## src/rtl/ftf_pkg.sv

```systemverilog
package ftf_pkg;

    localparam int FTF_W     = 4;
    localparam int FTF_DEPTH = 16;

    // one storage position of the ripple chain
    typedef struct packed {
        logic             vld;
        logic [FTF_W-1:0] word;
    } ftf_slot_t;

    localparam ftf_slot_t FTF_EMPTY = '0;

    function automatic ftf_slot_t slot_fill(input logic [FTF_W-1:0] w);
        ftf_slot_t s;
        s.vld  = 1'b1;
        s.word = w;
        return s;
    endfunction

endpackage

```

## src/rtl/ftf_strobe.sv

```systemverilog
// Edge-qualified strobe: a high strobe fires once when the other side is
// ready; it must go low before it can fire again.
module ftf_strobe (
    input  logic clk,
    input  logic rst,
    input  logic strobe,
    input  logic ready,
    output logic fire,
    output logic lapse
);
    logic arm_q;
    logic pend_q;

    assign fire  = strobe & arm_q & ready;
    // a pulse that was waiting and has now ended without a transfer
    assign lapse = pend_q & ~strobe;

    always_ff @(posedge clk) begin
        if (rst) begin
            arm_q  <= 1'b1;
            pend_q <= 1'b0;
        end else begin
            if (fire)
                arm_q <= 1'b0;
            else if (!strobe)
                arm_q <= 1'b1;
            pend_q <= strobe & arm_q & ~ready;
        end
    end
endmodule

```

## src/rtl/ftf_chain.sv

```systemverilog
// Storage: words advance one position per clock toward the last slot
// whenever the slot ahead is free or is emptying in the same cycle.
module ftf_chain
    import ftf_pkg::*;
#(
    parameter int DEPTH = FTF_DEPTH
) (
    input  logic             clk,
    input  logic             rst,
    input  logic             load,
    input  logic [FTF_W-1:0] load_word,
    input  logic             unload,
    output logic             head_busy,
    output logic             tail_vld,
    output logic [FTF_W-1:0] tail_word,
    output logic             full
);
    localparam int LAST = DEPTH - 1;

    ftf_slot_t        slot_q [DEPTH];
    ftf_slot_t        slot_d [DEPTH];
    ftf_slot_t        src    [DEPTH];
    logic [DEPTH-1:0] vld_vec;
    logic [DEPTH-1:0] recv;
    logic [DEPTH-1:0] mv;

    for (genvar g = 0; g < DEPTH; g++) begin : g_link
        assign vld_vec[g] = slot_q[g].vld;
        if (g == 0) begin : g_head
            assign recv[g] = load;
            assign src[g]  = slot_fill(load_word);
        end else begin : g_body
            assign recv[g] = mv[g-1];
            assign src[g]  = slot_q[g-1];
        end
    end

    // advance chain, resolved from the output end backward
    always_comb begin
        logic nxt;
        mv       = '0;
        mv[LAST] = unload;
        nxt      = unload;
        for (int i = LAST - 1; i >= 0; i--) begin
            nxt   = vld_vec[i] & (~vld_vec[i+1] | nxt);
            mv[i] = nxt;
        end
    end

    always_comb begin
        for (int i = 0; i < DEPTH; i++) begin
            slot_d[i] = slot_q[i];
            if (recv[i])
                slot_d[i] = src[i];
            else if (mv[i])
                slot_d[i] = FTF_EMPTY;
        end
    end

    always_ff @(posedge clk) begin
        if (rst) begin
            for (int i = 0; i < DEPTH; i++)
                slot_q[i] <= FTF_EMPTY;
        end else begin
            slot_q <= slot_d;
        end
    end

    assign head_busy = vld_vec[0];
    assign tail_vld  = vld_vec[LAST];
    assign tail_word = slot_q[LAST].word;
    assign full      = &vld_vec;


    word_count_chk: assert property (@(posedge clk) disable iff (rst)
        (load || !load) |=> int'($countones(vld_vec)) ==
            int'($countones($past(vld_vec))) + int'($past(load)) - int'($past(unload)));


    load_free_chk: assert property (@(posedge clk) disable iff (rst)
        load |-> !vld_vec[0]);


    unload_filled_chk: assert property (@(posedge clk) disable iff (rst)
        unload |-> vld_vec[LAST]);
endmodule

```

## src/rtl/ripple_fifo.sv

```systemverilog
module ripple_fifo
    import ftf_pkg::*;
#(
    parameter int DEPTH = FTF_DEPTH
) (
    input  logic             clk,
    input  logic             rst,
    input  logic             shift_in,
    input  logic [FTF_W-1:0] data_in,
    output logic             in_ready,
    input  logic             shift_out,
    output logic [FTF_W-1:0] data_out,
    output logic             out_ready
    ,
    output logic             overflow
);
    logic             head_busy;
    logic             tail_vld;
    logic             full;
    logic [FTF_W-1:0] tail_word;
    logic             in_fire;
    logic             in_lapse;
    logic             out_fire;
    logic             out_lapse_unused;
    logic             gap_q;
    logic             ovf_q;

    assign in_ready = ~head_busy;
    // the output stage reads empty for one cycle after each removal
    assign out_ready = tail_vld & ~gap_q;
    assign data_out  = out_ready ? tail_word : '0;
    assign overflow  = ovf_q;

    ftf_strobe u_in_strobe (
        .clk    (clk),
        .rst    (rst),
        .strobe (shift_in),
        .ready  (in_ready),
        .fire   (in_fire),
        .lapse  (in_lapse)
    );

    ftf_strobe u_out_strobe (
        .clk    (clk),
        .rst    (rst),
        .strobe (shift_out),
        .ready  (out_ready),
        .fire   (out_fire),
        .lapse  (out_lapse_unused)
    );

    ftf_chain #(.DEPTH(DEPTH)) u_chain (
        .clk       (clk),
        .rst       (rst),
        .load      (in_fire),
        .load_word (data_in),
        .unload    (out_fire),
        .head_busy (head_busy),
        .tail_vld  (tail_vld),
        .tail_word (tail_word),
        .full      (full)
    );

    always_ff @(posedge clk) begin
        if (rst) begin
            gap_q <= 1'b0;
            ovf_q <= 1'b0;
        end else begin
            gap_q <= out_fire;
            ovf_q <= ovf_q | in_lapse;
        end
    end


    in_drop_chk: assert property (@(posedge clk) disable iff (rst)
        in_fire |=> !in_ready);


    no_overflow_chk: assert property (@(posedge clk) disable iff (rst)
        in_lapse |-> $past(full));
endmodule

```

## config.mk

```make
export PLATFORM = sky130hd
export DESIGN_NAME = ripple_fifo
export DESIGN_NICKNAME = d
export VERILOG_FILES = /design/src/rtl/ftf_pkg.sv /design/src/rtl/ftf_strobe.sv /design/src/rtl/ftf_chain.sv /design/src/rtl/ripple_fifo.sv
export SDC_FILE = /design/constraint.sdc
export NUM_CORES = 1
export LEC_CHECK = 0
export BUFFER_PORTS_ARGS = -buffer_cell sky130_fd_sc_hd__buf_2
export CAP_MARGIN = 20
export CORE_ASPECT_RATIO = 0.75
export CORE_UTILIZATION = 45
export CTS_BUF_LIST = sky130_fd_sc_hd__clkbuf_4
export DETAILED_ROUTE_END_ITERATION = 6
export RECOVER_POWER = 50
export REMOVE_ABC_BUFFERS = 1
export SETUP_SLACK_MARGIN = 0.2
export SYNTH_ARGS = -nofsm -noshare
export SYNTH_HDL_FRONTEND = slang
export SYNTH_SLANG_ARGS = --single-unit
```

## constraint.sdc

```tcl
create_clock -name clk -period 4.2 [get_ports clk]
set_clock_uncertainty 0.05 [all_clocks]
set_input_delay 1.05 -clock clk [delete_from_list [all_inputs] [get_ports clk]]
set_output_delay 1.05 -clock clk [all_outputs]
set_load 0.005 [all_outputs]
```

==> results of run 1 <==
## worst min-delay path, stage by stage (launching register included)
cell and delay, ps:
dfxtp_1 340, nand2_1 80, nor3_1 40
## power by group through the flow
| stage | Sequential (uW) | Combinational, uW | Clock [uW] |
|---|---|---|---|
| floorplan | 832 | 22.4 | 0 |
| global placement | 832 | 42.7 | 0 |
| detailed placement | 833 | 43.3 | 0 |
| CTS | 815 | 43.6 | 526 |
| global route | 816 | 48.4 | 563 |
| finish | 815 | 42.7 | 512 |
## cells by family (layout without fill, tap and decap cells)
kind of cell           after synthesis  in the layout  share of synthesized area
AND/OR/NAND/NOR                    120            120                      0.187
AO/OA/AOI/OAI                      110            110                      0.245
flip-flops                          85             85                      0.509
multiplexers                         1              1                    0.00300
buffers and inverters               43             53                     0.0562
## worst paths after layout
kind,from,end,slack (ps),depth (start not counted)
worst min-delay path,u_in_strobe.arm_q,u_in_strobe.pend_q,430,2
worst max-delay path,rst,u_chain.slot_q[22],1040,3
worst max register to register,u_chain.slot_q[9],u_chain.slot_q[67],1950,4
worst min register to register,u_in_strobe.arm_q,u_in_strobe.pend_q,430,2
## per-stage QoR
step	cell area, sq um	total power (uW)	hold slack [ps]
global placement	3440	875	403
global route	3590	1430	454
finish	3590	1370	433
floorplan	3230	854	387
detailed placement	3440	876	412
CTS	3600	1380	438
## Yosys cell counts (all sizes together) (6+ instances only)
cell	n
o21ai	8
o22ai	21
inv	21
clkbuf	12
nand3	10
and3	7
a31oi	6
nand2b	24
dfxtp	85
a21oi	20
a32oi	12
nand2	12
nor2	49
buf	10
o32ai	8
a22oi	16
## final cells by class
| class | instances | area, sq um |
|---|---|---|
| inverter | 21 | 78.8 |
| clock inverter | 7 | 88.8 |
| timing repair buffer | 16 | 76.3 |
| multi-input combinational | 231 | 1450 |
| clock buffer | 9 | 67.6 |
| fill | 679 | 3410 |
| tap | 98 | 123 |
| sequential | 85 | 1700 |
## registers in the layout (all words and copies together), names as in the netlist
register / flops
gap_q: 1
overflow: 1
u_chain.head_busy: 1
u_chain.slot_q: 74
u_chain.tail_vld: 1
u_chain.tail_word: 4
u_in_strobe.arm_q: 1
u_in_strobe.pend_q: 1
u_out_strobe.arm_q: 1
## per-layer routing
layer  vias to the layer above  global-route usage  share of wire
met4                         0              0.0681          0.014
met3                         9              0.0505          0.032
met5                         -                   0              0
met2                        40               0.263           0.42
li1                       1320                   -              -
met1                      1215               0.273           0.54
==> summary.md, run 1 <==
| Metric | Value |
|---|---|
| Status | `finished, violations left` |
| Failing checks | `max-capacitance violations, max-slew violations` |
| Clk_lat worst skew | `430 ps` |
| Top_reg_cell synth | `dfxtp_1` |
| I/O Buffers | `14` |
| Total number of vias | `2584` |
| Worst slack at placement | `1390 ps` |
| EDFF count, synth | `0` |
| Gpl congestion | `0.708` |
| Worst Path Class, Setup | `primary input to flop` |
| CP Capture Type | `flop` |
| Switching pwr | `304 uW` |
| Clock power frac | `0.374` |
| ANT nets after route | `0` |
| Final slew viol count | `63` |
| Slew HR | `-0.564` |
| Die height | `76.6 microns` |
| Initial antenna violation count | `0` |
| Area growth syn-to-layout | `7.38%` |
| Core area | `0.00699 sq mm` |
| Syn_area_per_cell | `9.31 sq um` |
| # IOs | `15` |
| Worst-case clock buffer depth | `2` |
| Slowest-stage cell, CP | `clkbuf_1` |
| # setup viols final | `0` |
| Vias per cell | `5.53` |
| Num CTS Buffers | `9` |
| Register area share after synthesis | `0.509` |
| Post-route insts no fill | `467` |
| Root Buffer | `clkbuf_4` |
| Reg power frac | `0.595` |
| Vias in the first global route | `2351` |
| CP top delay family | `buffers and inverters` |
| Crit path launch type | `primary input` |
| All-layer global routing usage | `0.188` |
| First-pass GRT wire length | `11500 microns` |
| Layout Nets | `372` |
| Largest net degree at the start of global routing | `63` |
| Hold Path Class | `flop to flop` |
| Mapped Cells | `359` |
| Post-CTS Resized | `0` |
| First drt pass iteration count | `4` |
| Layout cells sized above 1 | `0.100` |
| Ys Warns | `0` |
| Post-route setup slack | `1040 ps` |
| Seq cells post-synth | `85` |
| Crit-path max FO | `62` |
| Hpwl dp | `4370 microns` |
| Wire per inst | `14.0 microns` |
| Fmax achieved | `0.316 GHz` |
| Full die area | `0.00778 sq mm` |
| Req. time, crit path | `4450 ps` |
| RSZ-0062 raised after global routing | `no` |
| Most frequent cells in the layout | `dfxtp_1 (85), nor2_1 (49), nand2b_1 (24)` |
| CTS Sinks | `85` |
| Part of the cycle the worst path needs | `0.752` |
| CTS H-Tree Depth | `3` |
| End-of-flow core utilization | `0.513` |
| Cell Chain, Critical Path | `clkbuf_1 > clkbuf_1 > nor2_1` |
| Maximum capacitance violations | `1` |
| FFs w/ async S/R, synth | `0` |
| Worst path buffer plus inverter count | `2` |
| CTS tree | `yes` |
| Congestion Overflow GR | `0` |
| Switching part of the total | `0.222` |
| Row count | `26` |
| Number of hold buffers added after cts | `0` |
| CP peak stage delay | `1640 ps` |
| Post-route setup TNS | `0 ps` |
| Post-synth top area cell | `dfxtp_1` |
| Peak supply drop | `0.000241 V` |
| Post-Syn Area | `0.00334 sq mm` |
| Worst-path clk slew | `130 ps` |
| Post-CTS setup buffers | `0` |
| Int Power | `1070 uW` |
| Final hold vios | `0` |
| Worst-Margin Slew | `2350 ps` |
| Most frequent CP cell | `clkbuf_1` |
| Initial DRC count | `101` |
| Die Wd | `101 microns` |
| Distinct cell type count after synthesis | `43` |
| Placed insts | `451` |
| Post-layout min period | `3160 ps` |
| PD cells | `382 mW/mm^2` |
| Largest cells by area after synthesis | `dfxtp_1 (51%), nor2_1 (5.5%), nand2b_1 (4.5%)` |
| Inserted Diodes | `0` |
| Logic gate share of total power | `0.031` |
| Initial Util | `0.478` |
| Area fraction of the dominant cell type after synthesis | `0.509` |
| DRC viols | `0` |
| Commonest non-fill, non-tap cell in the layout | `dfxtp_1` |
| P_leak | `0.00120 uW` |
| Wirelength, routed | `6550 microns` |
| Worst Path Arrival | `3410 ps` |
Power figures use the tool's default switching activity.
==> run 2, diff against run 1 <==
==> constraint.sdc (replaced) <==
create_clock -name clk -period 3.1 [get_ports clk]
set_clock_uncertainty 0.05 [all_clocks]
set_input_delay 0.775 -clock clk [delete_from_list [all_inputs] [get_ports clk]]
set_output_delay 0.775 -clock clk [all_outputs]
set_load 0.005 [all_outputs]
==> run 2 against run 1 <==
Against the previous run: the flow still finishes with violations (max-capacitance violations, max-slew violations); sequential power increased by 35%; clock power increased by 38%; sequential share of layout area decreased by 0.33 points; global-route usage decreased by 0.48 points; cell count increased by 0.86%; register-to-register slack got worse by 1000 ps; combinational power increased by 37%; core utilization increased by 0.36 points; die area unchanged; total power increased by 36%; first-iteration DRC count decreased by 2.0%; largest power group unchanged.
==> summary.md, run 2 (synthesized netlist as in run 1, its figures left out) <==
| Metric | Value |
|---|---|
| WHS Path Cells | `2 (unchanged)` |
| Worst Path Arrival | `1570 ps (was 3410 ps)` |
| P_leak | `0.00121 uW (was 0.00120 uW)` |
| Final hold vios | `0 (unchanged)` |
| Post-CTS setup buffers | `0 (unchanged)` |
| # IOs | `15 (unchanged)` |
| Layout Nets | `376 (was 372)` |
| Vias per cell | `5.41 (was 5.53)` |
| Worst-case clock buffer depth | `2 (unchanged)` |
| Status | `finished, violations left (unchanged)` |
| Full die area | `0.00778 sq mm (unchanged)` |
| Number of hold buffers added after cts | `0 (unchanged)` |
| Post-route setup TNS | `0 ps (unchanged)` |
| Total number of vias | `2546 (was 2584)` |
| Congestion Overflow GR | `0 (unchanged)` |
| Slowest-stage cell, CP | `dfxtp_1 (was clkbuf_1)` |
| First drt pass iteration count | `4 (unchanged)` |
| Crit-path max FO | `7 (was 62)` |
| Slew HR | `-0.167 (was -0.564)` |
| Num CTS Buffers | `9 (unchanged)` |
| Clock power frac | `0.377 (was 0.374)` |
| Initial Util | `0.478 (unchanged)` |
| Fmax achieved | `0.418 GHz` |
| Layout cells sized above 1 | `0.105 (was 0.100)` |
| # fillers | `679 (unchanged)` |
| First-pass GRT wire length | `11100 microns (was 11500 microns)` |
| Commonest non-fill, non-tap cell in the layout | `dfxtp_1 (unchanged)` |
| Switching pwr | `411 uW (was 304 uW)` |
| # setup viols final | `0 (unchanged)` |
| DRC viols | `0 (unchanged)` |
| CTS H-Tree Depth | `3 (unchanged)` |
| Final slew viol count | `48 (was 63)` |
| Crit path launch type | `flop (was primary input)` |
| RSZ-0062 raised after global routing | `no (unchanged)` |
| Failing checks | `max-capacitance violations, max-slew violations (unchanged)` |
| Part of the cycle the worst path needs | `0.771` |
| Die Wd | `101 microns (unchanged)` |
| Reg power frac | `0.591 (was 0.595)` |
| Gpl congestion | `0.734 (was 0.708)` |
| Area growth syn-to-layout | `8.13% (was 7.38%)` |
| Wire per inst | `13.7 microns (was 14.0 microns)` |
| Post-CTS Resized | `0 (unchanged)` |
| Tot Pwr | `1870 uW (was 1370 uW)` |
| WHS Endpoint | `u_in_strobe.pend_q (unchanged)` |
| Int Power | `1460 uW (was 1070 uW)` |
| R2r worst-path depth | `4 (unchanged)` |
| Post-layout min period | `2390 ps` |
| CTS tree | `yes (unchanged)` |
| Largest net degree at the start of global routing | `48 (was 63)` |
| Peak supply drop | `0.000261 V (was 0.000241 V)` |
| Hold Path Class | `flop to flop (unchanged)` |
| Root Buffer | `clkbuf_4 (unchanged)` |
| Reg2Reg Capture Point | `u_chain.slot_q[68] (was u_chain.slot_q[67])` |
| Top reg by flops | `u_chain.slot_q (unchanged)` |
| Max FFs per register | `74 (unchanged)` |
| R2R setup slack | `920 ps (was 1950 ps)` |
| Worst Path Class, Setup | `flop to primary output (was primary input to flop)` |
| Worst-Margin Slew | `1750 ps (was 2350 ps)` |
| Cell Chain, Critical Path | `inv_1 > nor2_1 > and2_1 > buf_2 (was clkbuf_1 > clkbuf_1 > nor2_1)` |
| PD cells | `517 mW/mm^2 (was 382 mW/mm^2)` |
| Worst hold start | `u_in_strobe.arm_q (unchanged)` |
| I/O Buffers | `14 (unchanged)` |
| Row count | `26 (unchanged)` |
| Maximum capacitance violations | `1 (unchanged)` |
| CP Capture Type | `primary output (was flop)` |
| Logic gate share of total power | `0.031 (about the same)` |
| Clk_lat worst skew | `430 ps (about the same)` |
| Hpwl dp | `4430 microns (was 4370 microns)` |
| CTS Sinks | `85 (unchanged)` |
| Initial antenna violation count | `0 (unchanged)` |
| Switching part of the total | `0.220 (was 0.222)` |
| Most frequent cells in the layout | `dfxtp_1 (85), nor2_1 (49), nand2b_1 (24) (unchanged)` |
| Worst-path clk slew | `130 ps (about the same)` |
| ANT nets after route | `0 (unchanged)` |
| CP peak stage delay | `450 ps (was 1640 ps)` |
| Die height | `76.6 microns (unchanged)` |
| Req. time, crit path | `2270 ps (was 4450 ps)` |
| Wirelength, routed | `6450 microns (was 6550 microns)` |
| All-layer global routing usage | `0.183 (was 0.188)` |
| FF-to-FF Start | `u_chain.slot_q[9] (unchanged)` |
| Inserted Diodes | `0 (unchanged)` |
| Initial DRC count | `99 (was 101)` |
| Core area | `0.00699 sq mm (unchanged)` |
| Vias in the first global route | `2321 (was 2351)` |
[run 2: area by class of cell]
cell class	count	area, sq um	share of cell area
inverters	21	78.8	0.0218
well taps	98	123	0.0339
clock inverters	6	87.6	0.0242
flip-flops and latches	85	1700	0.471
repair buffers	20	95.1	0.0263
clock buffers	10	75.1	0.0208
multi-input cells	231	1450	0.402
[run 2: worst max-delay path by stage]
stage | start | endpoint | slack [ps] | depth (start not counted)
after floorplan | shift_out | u_chain.slot_q[63] | 1060 | 4
after global placement | shift_out | u_chain.slot_q[66] | 1040 | 5
after detailed placement | shift_out | u_chain.slot_q[65] | 980 | 5
after CTS | u_chain.tail_vld | data_out[2] | 670 | 4
after global routing | u_chain.tail_vld | data_out[3] | 460 | 4
final | u_chain.tail_vld | data_out[3] | 710 | 4
[run 2: per-layer routing]
layer / vias to the layer above / GRT usage / wire length (microns)
met5: - / 0 / 0
met4: 0 / 0.0696 / 70
met3: 8 / 0.0523 / 228
met2: 40 / 0.265 / 2770
met1: 1172 / 0.256 / 3390
li1: 1326 / - / -
[run 2: critical path, delay by kind of cell (launching register included)]
| family | cells | cell delay, ps |
|---|---|---|
| buffers and inverters | 2 | 190 |
| DFF | 1 | 450 |
| and+or+nand+nor | 2 | 490 |
[run 2: power by group through the flow]
stage	Clock (uW)	Combinational (uW)	Sequential [uW]
detailed placement	0	61.8	1130
global placement	0	61.3	1130
CTS	729	62.0	1100
floorplan	0	30.4	1130
finish	704	58.6	1100
global route	778	66.2	1110
[run 2: stage by stage]
step | instances | setup WS [ps] | hold WS [ps] | util | cell area [sq um]
6_report | 471 | 710 | 420 | 0.516 | 3610
5_1_grt | 471 | 460 | 456 | 0.516 | 3610
4_1_cts | 471 | 667 | 424 | 0.519 | 3630
3_5_place_dp | 455 | 985 | 410 | 0.496 | 3470
3_3_place_gp | 455 | 1040 | 402 | 0.496 | 3470
2_1_floorplan | 337 | 1060 | 387 | - | 3230
